===== src/rtl/rxr_pkg.sv =====
package rxr_pkg;
   typedef enum logic [2:0] {
      ST_IDLE,
      ST_FETCH,
      ST_FILL,
      ST_WDATA,
      ST_WSTAT,
      ST_WADDR,
      ST_DROP
   } rxr_state_e;

   localparam int OWN_BIT       = 0;
   localparam int LAST_DESC_BIT = 1;
   localparam int SOF_BIT       = 14;
   localparam int EOF_BIT       = 15;
   localparam int ERR_BIT       = 16;
   localparam int BCAST_BIT     = 31;
   localparam int DESC_STRIDE   = 8;
endpackage


===== src/rtl/rxr_ring_ptr.sv =====
module rxr_ring_ptr #(
   parameter int STRIDE = 8
) (
   input  logic        clk,
   input  logic        rst_n,
   input  logic        enable,
   input  logic        base_wr,
   input  logic [31:0] base_wdata,
   input  logic        advance,
   input  logic        wrap,
   output logic [31:0] ptr,
   output logic        run
);
   logic        enable_q;
   logic [31:0] base_q;
   logic        unused_lo;

   assign unused_lo = ^base_wdata[2:0];
   assign run = enable && enable_q;

   always_ff @(posedge clk) begin
      if (!rst_n) begin
         enable_q <= 1'b0;
         base_q   <= '0;
         ptr      <= '0;
      end else begin
         enable_q <= enable;
         if (base_wr && !enable)
            base_q <= {base_wdata[31:3], 3'b000};
         if (enable && !enable_q)
            ptr <= base_q;
         else if (advance)
            ptr <= wrap ? base_q : ptr + 32'(STRIDE);
      end
   end
endmodule


===== src/rtl/rxr_pack.sv =====
module rxr_pack (
   input  logic        clk,
   input  logic        rst_n,
   input  logic        clear,
   input  logic        push,
   input  logic [1:0]  lane,
   input  logic [7:0]  byte_in,
   output logic [31:0] word
);
   for (genvar g = 0; g < 4; g++) begin : g_lane
      logic [7:0] lane_q;
      always_ff @(posedge clk) begin
         if (!rst_n)
            lane_q <= '0;
         else if (clear)
            lane_q <= '0;
         else if (push && lane == 2'(g))
            lane_q <= byte_in;
      end
      assign word[8*g +: 8] = lane_q;
   end
endmodule


===== src/rtl/rxr_bcast.sv =====
module rxr_bcast #(
   parameter int LEN_W    = 12,
   parameter int DETECT   = 1,
   parameter int DA_BYTES = 6
) (
   input  logic             clk,
   input  logic             rst_n,
   input  logic             arm,
   input  logic             push,
   input  logic [7:0]       byte_in,
   input  logic [LEN_W-1:0] len,
   output logic             is_bcast
);
   if (DETECT != 0) begin : g_det
      logic all_ones;
      always_ff @(posedge clk) begin
         if (!rst_n)
            all_ones <= 1'b0;
         else if (arm)
            all_ones <= 1'b1;
         else if (push && len < LEN_W'(DA_BYTES) && byte_in != 8'hFF)
            all_ones <= 1'b0;
      end
      assign is_bcast = all_ones && (len >= LEN_W'(DA_BYTES));
   end else begin : g_none
      logic unused_in;
      assign unused_in = ^{clk, rst_n, arm, push, byte_in, len};
      assign is_bcast  = 1'b0;
   end
endmodule


===== src/rtl/rxr_dma_writer.sv =====
module rxr_dma_writer
   import rxr_pkg::*;
#(
   parameter int BUF_BYTES    = 128,
   parameter int LEN_W        = 12,
   parameter int BCAST_DETECT = 1,
   parameter int DA_BYTES     = 6
) (
   input  logic        clk,
   input  logic        rst_n,
   input  logic        enable,
   input  logic        base_wr,
   input  logic [31:0] base_wdata,
   input  logic        s_valid,
   output logic        s_ready,
   input  logic [7:0]  s_data,
   input  logic        s_last,
   input  logic        s_err,
   output logic        mem_req,
   output logic        mem_we,
   output logic [31:0] mem_addr,
   output logic [31:0] mem_wdata,
   input  logic        mem_ack,
   input  logic [31:0] mem_rdata,
   output logic        frame_rx,
   output logic        overrun
);
   localparam int BOFF_W = $clog2(BUF_BYTES) + 1;
   localparam int WIDX_W = BOFF_W - 2;
   localparam logic [BOFF_W-1:0] BOFF_FULL = BOFF_W'(BUF_BYTES);

   if (BUF_BYTES < 8 || (BUF_BYTES & (BUF_BYTES - 1)) != 0) begin : g_bad_buf
      $fatal(1, "BUF_BYTES must be a power of two of at least 8");
   end
   if (LEN_W < 8 || LEN_W > SOF_BIT) begin : g_bad_len
      $fatal(1, "LEN_W must lie between 8 and the start flag position");
   end

   rxr_state_e        state;
   logic [BOFF_W-1:0] boff;
   logic [WIDX_W-1:0] widx;
   logic [LEN_W-1:0]  len;
   logic [31:0]       desc_addr;
   logic              first, fin, err_q;
   logic [31:0]       ptr, word, stat, buf_base;
   logic              run, is_bcast, accept;

   assign accept   = (state == ST_FILL) && s_valid;
   assign s_ready  = (state == ST_FILL) || (state == ST_DROP);
   assign buf_base = {desc_addr[31:2], 2'b00};
   assign frame_rx = (state == ST_WADDR) && mem_ack && fin;
   assign overrun  = (state == ST_FETCH) && mem_ack && mem_rdata[OWN_BIT];

   rxr_ring_ptr #(.STRIDE(DESC_STRIDE)) u_ring (
      .clk(clk), .rst_n(rst_n), .enable(enable),
      .base_wr(base_wr), .base_wdata(base_wdata),
      .advance((state == ST_WADDR) && mem_ack),
      .wrap(desc_addr[LAST_DESC_BIT]),
      .ptr(ptr), .run(run)
   );

   rxr_pack u_pack (
      .clk(clk), .rst_n(rst_n),
      .clear((state == ST_WDATA) && mem_ack),
      .push(accept), .lane(boff[1:0]), .byte_in(s_data), .word(word)
   );

   rxr_bcast #(.LEN_W(LEN_W), .DETECT(BCAST_DETECT), .DA_BYTES(DA_BYTES)) u_bcast (
      .clk(clk), .rst_n(rst_n), .arm(state == ST_IDLE),
      .push(accept), .byte_in(s_data), .len(len), .is_bcast(is_bcast)
   );

   always_comb begin
      stat          = '0;
      stat[SOF_BIT] = first;
      if (fin) begin
         stat[EOF_BIT]     = 1'b1;
         stat[LEN_W-1:0]   = len;
         stat[ERR_BIT]     = err_q;
         stat[BCAST_BIT]   = is_bcast;
      end
   end

   always_comb begin
      mem_req   = 1'b1;
      mem_we    = 1'b1;
      mem_addr  = ptr;
      mem_wdata = '0;
      unique case (state)
         ST_FETCH: mem_we = 1'b0;
         ST_WDATA: begin
            mem_addr  = buf_base + (32'(widx) << 2);
            mem_wdata = word;
         end
         ST_WSTAT: begin
            mem_addr  = ptr + 32'd4;
            mem_wdata = stat;
         end
         ST_WADDR: mem_wdata = desc_addr | 32'd1;
         default: begin
            mem_req = 1'b0;
            mem_we  = 1'b0;
         end
      endcase
   end

   always_ff @(posedge clk) begin
      if (!rst_n) begin
         state     <= ST_IDLE;
         boff      <= '0;
         widx      <= '0;
         len       <= '0;
         desc_addr <= '0;
         first     <= 1'b0;
         fin       <= 1'b0;
         err_q     <= 1'b0;
      end else begin
         unique case (state)
            ST_IDLE: if (run && s_valid) begin
               state <= ST_FETCH;
               first <= 1'b1;
               fin   <= 1'b0;
               err_q <= 1'b0;
               len   <= '0;
            end
            ST_FETCH: if (mem_ack) begin
               desc_addr <= mem_rdata;
               boff      <= '0;
               widx      <= '0;
               state     <= mem_rdata[OWN_BIT] ? ST_DROP : ST_FILL;
            end
            ST_FILL: if (accept) begin
               boff <= boff + 1'b1;
               len  <= len + 1'b1;
               if (s_last) begin
                  fin   <= 1'b1;
                  err_q <= s_err;
               end
               if (s_last || boff[1:0] == 2'd3)
                  state <= ST_WDATA;
            end
            ST_WDATA: if (mem_ack) begin
               widx  <= widx + 1'b1;
               state <= (fin || boff == BOFF_FULL) ? ST_WSTAT : ST_FILL;
            end
            ST_WSTAT: if (mem_ack) state <= ST_WADDR;
            ST_WADDR: if (mem_ack) begin
               first <= 1'b0;
               state <= fin ? ST_IDLE : ST_FETCH;
            end
            ST_DROP: if (s_valid && s_last) state <= ST_IDLE;
            default: state <= ST_IDLE;
         endcase
      end
   end
endmodule


===== config.mk =====
export PLATFORM = sky130hd
export DESIGN_NAME = rxr_dma_writer
export DESIGN_NICKNAME = d
export VERILOG_FILES = /design/src/rtl/rxr_pkg.sv /design/src/rtl/rxr_ring_ptr.sv /design/src/rtl/rxr_pack.sv /design/src/rtl/rxr_bcast.sv /design/src/rtl/rxr_dma_writer.sv
export SDC_FILE = /design/constraint.sdc
export NUM_CORES = 1
export LEC_CHECK = 0
export BUFFER_PORTS_ARGS = -buffer_cell sky130_fd_sc_hd__buf_2
export CAP_MARGIN = 30
export CORE_AREA = 2 2 182 184
export CTS_CLUSTER_DIAMETER = 150
export DETAILED_ROUTE_END_ITERATION = 12
export DIE_AREA = 0 0 184 186
export SYNTH_ARGS = -nofsm -noshare
export SYNTH_HDL_FRONTEND = slang
export SYNTH_HIERARCHICAL = 1
export SYNTH_SLANG_ARGS = --single-unit

===== constraint.sdc =====
create_clock -name clk -period 5.8 [get_ports clk]
set_input_delay 1.16 -clock clk [delete_from_list [all_inputs] [get_ports clk]]
set_output_delay 1.16 -clock clk [all_outputs]
set_load 0.05 [all_outputs]

### Word-level counts from Yosys, hierarchy flattened

Index checks and enable logic that the tools add are counted.

* logic and storage cells: 129
* input port bits: 80
* flip-flop bits (word level): 159

* multiplexer cells: 43
* magnitude comparators: 2
* add/subtract/negate cells: 6
* equality and inequality tests: 20
* reduce and logical (&&, ||, !) cells: 41
* bitwise gates (word level): 1

Operators by type and width (count)
* two-way mux 32 bit: 3
* case mux 32 bit (3 select lines): 1
* case mux 32 bit (2 select lines): 1
* two-way mux 12 bit: 3
* adder 32 x 3 -> 32 bit (second input constant): 1
* adder 32 x 4 -> 32 bit (second input constant): 1
* adder 32 x 8 -> 32 bit: 1
* two-way mux 3 bit: 10
* case mux 12 bit (2 select lines): 1
* case mux 3 bit (7 select lines): 1
* logical AND 1 bit: 18
* two-way mux 8 bit: 2
* case mux 8 bit (2 select lines): 1
* two-way mux 1 bit: 13
* adder 12 x 1 -> 12 bit (second input constant): 1
* greater-or-equal comparator 12 x 3 -> 1 bit (second input constant): 1
* less-than comparator 12 x 3 -> 1 bit (second input constant): 1
* two-way mux 6 bit: 2
* != test 2 bit (second input constant): 6
* case mux 6 bit (2 select lines): 1
* AND reduction 3 bit: 4
* nonzero test 2 bit: 6
* equality test 3 bit (second input constant): 3
* adder 8 x 1 -> 8 bit (second input constant): 1
* other kinds (21): 30

### Longest topological paths before layout

* depth in word-level cells: 6
* gate-level depth with buffers: 9

### Modules after synthesis

Netlist, hierarchy kept.

Modules (own cells, without submodules)
* rxr_dma_writer: area an instance 4828.4 µm², instances 1, seq. area each 1261.2 µm², cells each 649
* rxr_ring_ptr: area an instance 3000.4 µm², instances 1, seq. area each 1181.1 µm², cells each 374
* rxr_pack: area an instance 1357.6 µm², instances 1, seq. area each 640.6 µm², cells each 122
* rxr_bcast: area an instance 96.3 µm², instances 1, seq. area each 20.0 µm², cells each 11

### Least setup slack after synthesis

No wires, ideal clock.

* path type: register to output
* start: register widx[0]
* end: output port mem_addr[12]
* buffers on the path: 1
* cell stages (with the launch flop): 9
* arrival: 2683 ps
* path slack: 1957 ps
* path through: dfxtp_1 ha_1 fa_1 a21o_1 a221o_1 clkbuf_1 nand3_1 xor2_1 o221ai_1

* cells in the longest elaborated chain, start to end: 2

RTL lines
* from (decl): line rxr_dma_writer.sv:41 `logic [WIDX_W-1:0] widx;`
* from (signal assigned): line rxr_dma_writer.sv:143 `widx <= widx + 1'b1;`
* adder 32 x 8 -> 32 bit: line rxr_dma_writer.sv:92 `mem_addr = buf_base + (32'(widx) << 2);`
* case mux 32 bit (2 select lines): line rxr_dma_writer.sv:89 `unique case (state)`
* to (decl): line rxr_dma_writer.sv:21 `output logic [31:0] mem_addr,`

Every way passes these cells.

### Final worst setup path

* start: register state[2]
* end: output port mem_addr[9]

* cells in the longest elaborated chain, start to end: 2

RTL lines
* from (decl): line rxr_dma_writer.sv:39 `rxr_state_e state;`
* from (signal assigned): line rxr_dma_writer.sv:130 `state <= mem_rdata[OWN_BIT] ? ST_DROP : ST_FILL;`
* from (signal assigned): line rxr_dma_writer.sv:144 `state <= (fin || boff == BOFF_FULL) ? ST_WSTAT : ST_FILL;`
* from (signal assigned): line rxr_dma_writer.sv:149 `state <= fin ? ST_IDLE : ST_FETCH;`
* equality test 3 bit or equality test 3 x 2 -> 1 bit (tied branches): line rxr_dma_writer.sv:89
* case mux 32 bit (2 select lines) (*): line rxr_dma_writer.sv:89

Mark *: on every way between the ends. The rest lies on a longest branch, timed or not.

==> out/qor_table.md <==
| Item | This run |
|---|---|
| Status | finished, final reports clean |
| Worst setup path end | mem_addr[9] |
| Peak clock frequency supported by timing | 0.216 GHz |
| Detailed-routed wire length on met2 | 13700 µm |
| Via density | 5.35 |
| Clock transition time at the flip-flop clock pins of the worst setup and hold paths | 70 ps |
| Part of the Yosys area used for sequential elements | 33.4% |
| Share of the synthesized area in the top cell type | 33.4% |
| Leading area contributor after synthesis | sky130_fd_sc_hd__dfxtp_1 |
| Power per cell area | 242 mW/mm² |
| Critical path data required time | 4640 ps |
| Setup slack of the critical path after layout | 1170 ps |
| Min cycle time layout | 4630 ps |
| Transition at the pin with the smallest max-transition slack | 1010 ps |
| Worst-case setup slack after placement | 1680 ps |
| CTS tree | done |
| Length of routed wiring on met1 | 13900 µm |
| Most area-consuming cells after synthesis | sky130_fd_sc_hd__dfxtp_1, sky130_fd_sc_hd__nand2_1, sky130_fd_sc_hd__mux2i_1 |
| Number of buffers inserted during clock tree synthesis | 17 |
| Number of sinks on the clock net | 155 |
| Die area | 0.0342 mm² |
| Static Leakage | 4.20 nW |
| Total via count in the routed design | 8952 |
| Wire per inst | 17.9 µm |
| Post-CTS resize count | 0 |
| Final clock period utilization by the worst path | 79.8% |
| Cell area after synthesis | 0.00928 mm² |
| Startpoint of the most critical register-to-register path | state[2] |
| Setup slack, reg-to-reg | 2020 ps |
| Post-CTS setup repair buffer count | 0 |
| Starting density of the core | 28.8% |
| Die span in x | 184 µm |
| Number of primary I/O pins | 149 |
| Crit Path Class | register to output pin |
| Antenna violations before repair | 0 |
| Arrival time worst endpoint | 3470 ps |
| Synthesis-to-finish area growth | 16.8% |
| Number of nets with antenna violations after detailed routing | 0 |
| Final setup vio count | 0 |
| Most used flip-flop cell after synthesis | sky130_fd_sc_hd__dfxtp_1 |
| ANT cells | 0 |
| Terminus of the critical flop-to-flop path | u_ring/ptr[16] |
| Rel. slew slack | 32.8% |
| Number of global-route vias before repair | 8243 |
| Global-route wire length before repair | 45900 µm |
| Placed wire-length estimate | 22200 µm |
| Distinct cell type count of the synthesized netlist | 83 |
| Site row count | 66 |
| Pin count of the biggest net entering global routing | 51 |
| Detailed route wirelength on metal3 | 1710 µm |
| Final Routed Wirelength | 30000 µm |
| Unrepaired setup endpoints after global routing | no |
| Startpoint type of the worst setup path | register |
| Setup_tns | 0 ps |
| Kind of end point of the critical path | output pin |
| Number of detailed-routing iterations run before antenna repair | 5 |
| Number of enable-type register cells in the synthesized netlist | 0 |
| Worst-case clock buffer depth | 2 |
| Mean area per synthesized cell | 8.03 µm² |
| Share of synthesized registers carrying an async set or reset | 0% |
| VDD IR max | 0.201 mV |
| Initial drt markers | 754 |
| Number of synthesized register bits | 155 |
| Number of maximum-capacitance constraint violations | 0 |
| Depth of the most critical reg-to-reg path | 8 |
| Post-CTS Hold Fix Bufs | 0 |
| Fraction of final layout cells sized beyond drive strength 1 | 17.5% |
| Total routing usage reported by global routing | 17.3% |
| HP Class | register to register |
| DRC | 0 |
| Final global-route overflow total | 0 |
| Highest fanout seen on the critical path | 41 |
| DR top layer | met4 |
| Gate count of the mapped netlist | 1156 |
| Height of the die | 186 µm |
| Number of buffer cells added on primary ports | 143 |
| CTS H-tree lvls | 4 |
| Worst-Skew Late Latency | 440 ps |
| Launching element of the worst setup path | state[2] |
| Post-layout nets | 1346 |
| Core Area | 0.0322 mm² |
| Final Skew | 12.5 ps |
| Placer congestion estimate | 0.841 |
| Total count of hold-check failures in the final report | 0 |
| Slew Limit Fails | 0 |
| Number of warnings issued by yosys | 6 |
| Clock Tree Root | sky130_fd_sc_hd__clkbuf_16 |
[flip-flops by register name, summed over array words and instances, names as in the netlist, 3 cells and up]
register,flops
boff,8
desc_addr,31
len,12
state,3
u_pack/g_lane.lane_q,32
u_ring/base_q,29
u_ring/ptr,29
widx,6
[how the worst min path moves through the flow]
stage               cells after the start                end  slack, ps              start
floorplan                               2   u_ring/base_q[8]        430   u_ring/base_q[8]
global placement                        2  u_ring/base_q[26]        450  u_ring/base_q[26]
detailed placement                      2  u_ring/base_q[26]        460  u_ring/base_q[26]
CTS                                     2   u_ring/base_q[8]        470   u_ring/base_q[8]
global route                            2   u_ring/base_q[8]        490   u_ring/base_q[8]
finish                                  2   u_ring/base_q[6]        460   u_ring/base_q[6]
[layer usage]
layer  global-route usage, %  vias to the layer above
li1                        -                     4386
met1                    23.5                     4263
met2                    27.1                      261
met3                    3.72                       42
met4                    5.63                        0
met5                       0                        -
[worst max-delay path: stages, from the launching register on]
cell,delay [ps]
sky130_fd_sc_hd__dfxtp_1,990
sky130_fd_sc_hd__inv_1,340
sky130_fd_sc_hd__nand3_2,620
sky130_fd_sc_hd__buf_4,310
sky130_fd_sc_hd__nand2_1,60
sky130_fd_sc_hd__mux2_1,300
sky130_fd_sc_hd__o21ai_1,80
sky130_fd_sc_hd__buf_2,300
[cell families after synthesis]
group | synth area share [%]
other cells | 0.0404
simple gates | 29.6
buf+inv | 4.93
flops | 33.4
fa+ha+maj | 1.83
xor+xnor | 4.25
compound gates | 19.9
mux | 6.05
[cells in the mapped netlist (6+ instances only)]
cell / n
sky130_fd_sc_hd__o221ai_1: 10
sky130_fd_sc_hd__and4_1: 10
sky130_fd_sc_hd__a21boi_0: 18
sky130_fd_sc_hd__buf_2: 11
sky130_fd_sc_hd__a21oi_1: 57
sky130_fd_sc_hd__and3_1: 18
sky130_fd_sc_hd__o21ai_0: 23
sky130_fd_sc_hd__ha_1: 12
sky130_fd_sc_hd__buf_1: 7
sky130_fd_sc_hd__inv_1: 12
sky130_fd_sc_hd__nand3_1: 62
sky130_fd_sc_hd__mux2_1: 6
sky130_fd_sc_hd__nand3b_1: 44
sky130_fd_sc_hd__xnor2_1: 8
sky130_fd_sc_hd__or3_1: 10
sky130_fd_sc_hd__nor3_1: 22
sky130_fd_sc_hd__o211ai_1: 15
sky130_fd_sc_hd__o22ai_1: 15
sky130_fd_sc_hd__xor2_1: 37
sky130_fd_sc_hd__nor2b_1: 9
sky130_fd_sc_hd__nand4_1: 28
sky130_fd_sc_hd__nand2_1: 208
sky130_fd_sc_hd__and2_1: 16
sky130_fd_sc_hd__a21boi_1: 31
sky130_fd_sc_hd__clkbuf_1: 48
sky130_fd_sc_hd__mux2i_1: 46
sky130_fd_sc_hd__buf_4: 6
sky130_fd_sc_hd__dfxtp_1: 155
sky130_fd_sc_hd__a22o_1: 17
sky130_fd_sc_hd__nor2_1: 56
sky130_fd_sc_hd__a22oi_1: 29
sky130_fd_sc_hd__o21ai_1: 12
[per-stage QoR]
step | cells | utilization [%] | hold WS (ps) | power [mW] | cell area, µm²
2_1_floorplan | 1158 | - | 434 | 1.41 | 9290
3_3_place_gp | 1640 | 31.8 | 452 | 1.53 | 10200
3_5_place_dp | 1641 | 31.8 | 455 | 1.53 | 10200
4_1_cts | 1673 | 33.6 | 466 | 2.65 | 10800
5_1_grt | 1674 | 33.7 | 488 | 2.73 | 10800
6_report | 1674 | 33.7 | 460 | 2.63 | 10800
[where the power goes]
part	total (mW)	leakage, nW	internal, mW	switching (mW)
combinational	0.336	2.66	0.115	0.222
sequential	1.17	1.26	1.10	0.0721
clock	1.12	0.279	0.607	0.510
total	2.63	4.20	1.82	0.804
[layout make-up]
type                       instances  area, µm²
clock buffer                      17        425
clock inverter                    15        160
fill                            3432      21400
tap                              408        510
inverter                          15       56.3
sequential                       155       3100
multi-input combinational        908       5760
timing repair buffer             156        828
[cells in the final DEF, fill, tap and decap left out, types with 4 or more instances in the layout]
cell type,count
sky130_fd_sc_hd__inv_1,12
sky130_fd_sc_hd__buf_2,143
sky130_fd_sc_hd__a22o_1,17
sky130_fd_sc_hd__nor2_1,54
sky130_fd_sc_hd__nor2_2,5
sky130_fd_sc_hd__o22ai_1,15
sky130_fd_sc_hd__a21boi_0,18
sky130_fd_sc_hd__and3_1,18
sky130_fd_sc_hd__mux2_1,6
sky130_fd_sc_hd__a22oi_1,29
sky130_fd_sc_hd__mux2i_1,46
sky130_fd_sc_hd__nor3_1,22
sky130_fd_sc_hd__xnor2_1,8
sky130_fd_sc_hd__nor2b_1,8
sky130_fd_sc_hd__o211ai_1,15
sky130_fd_sc_hd__a21oi_1,57
sky130_fd_sc_hd__buf_4,11
sky130_fd_sc_hd__nand4_1,28
sky130_fd_sc_hd__a31oi_1,4
sky130_fd_sc_hd__o221ai_1,10
sky130_fd_sc_hd__nor4b_1,4
sky130_fd_sc_hd__xor2_1,37
sky130_fd_sc_hd__o21ai_1,12
sky130_fd_sc_hd__nand3_1,61
sky130_fd_sc_hd__a21o_1,5
sky130_fd_sc_hd__nand2_1,208
sky130_fd_sc_hd__clkbuf_16,17
sky130_fd_sc_hd__and4_1,10
sky130_fd_sc_hd__a21boi_1,31
sky130_fd_sc_hd__nand3b_1,44
sky130_fd_sc_hd__o21ai_0,23
sky130_fd_sc_hd__ha_1,12
sky130_fd_sc_hd__or3_1,10
sky130_fd_sc_hd__dfxtp_1,155
sky130_fd_sc_hd__nand2b_1,4
sky130_fd_sc_hd__and2_1,16
sky130_fd_sc_hd__nor4_1,4
Power figures use the tool's default switching activity.
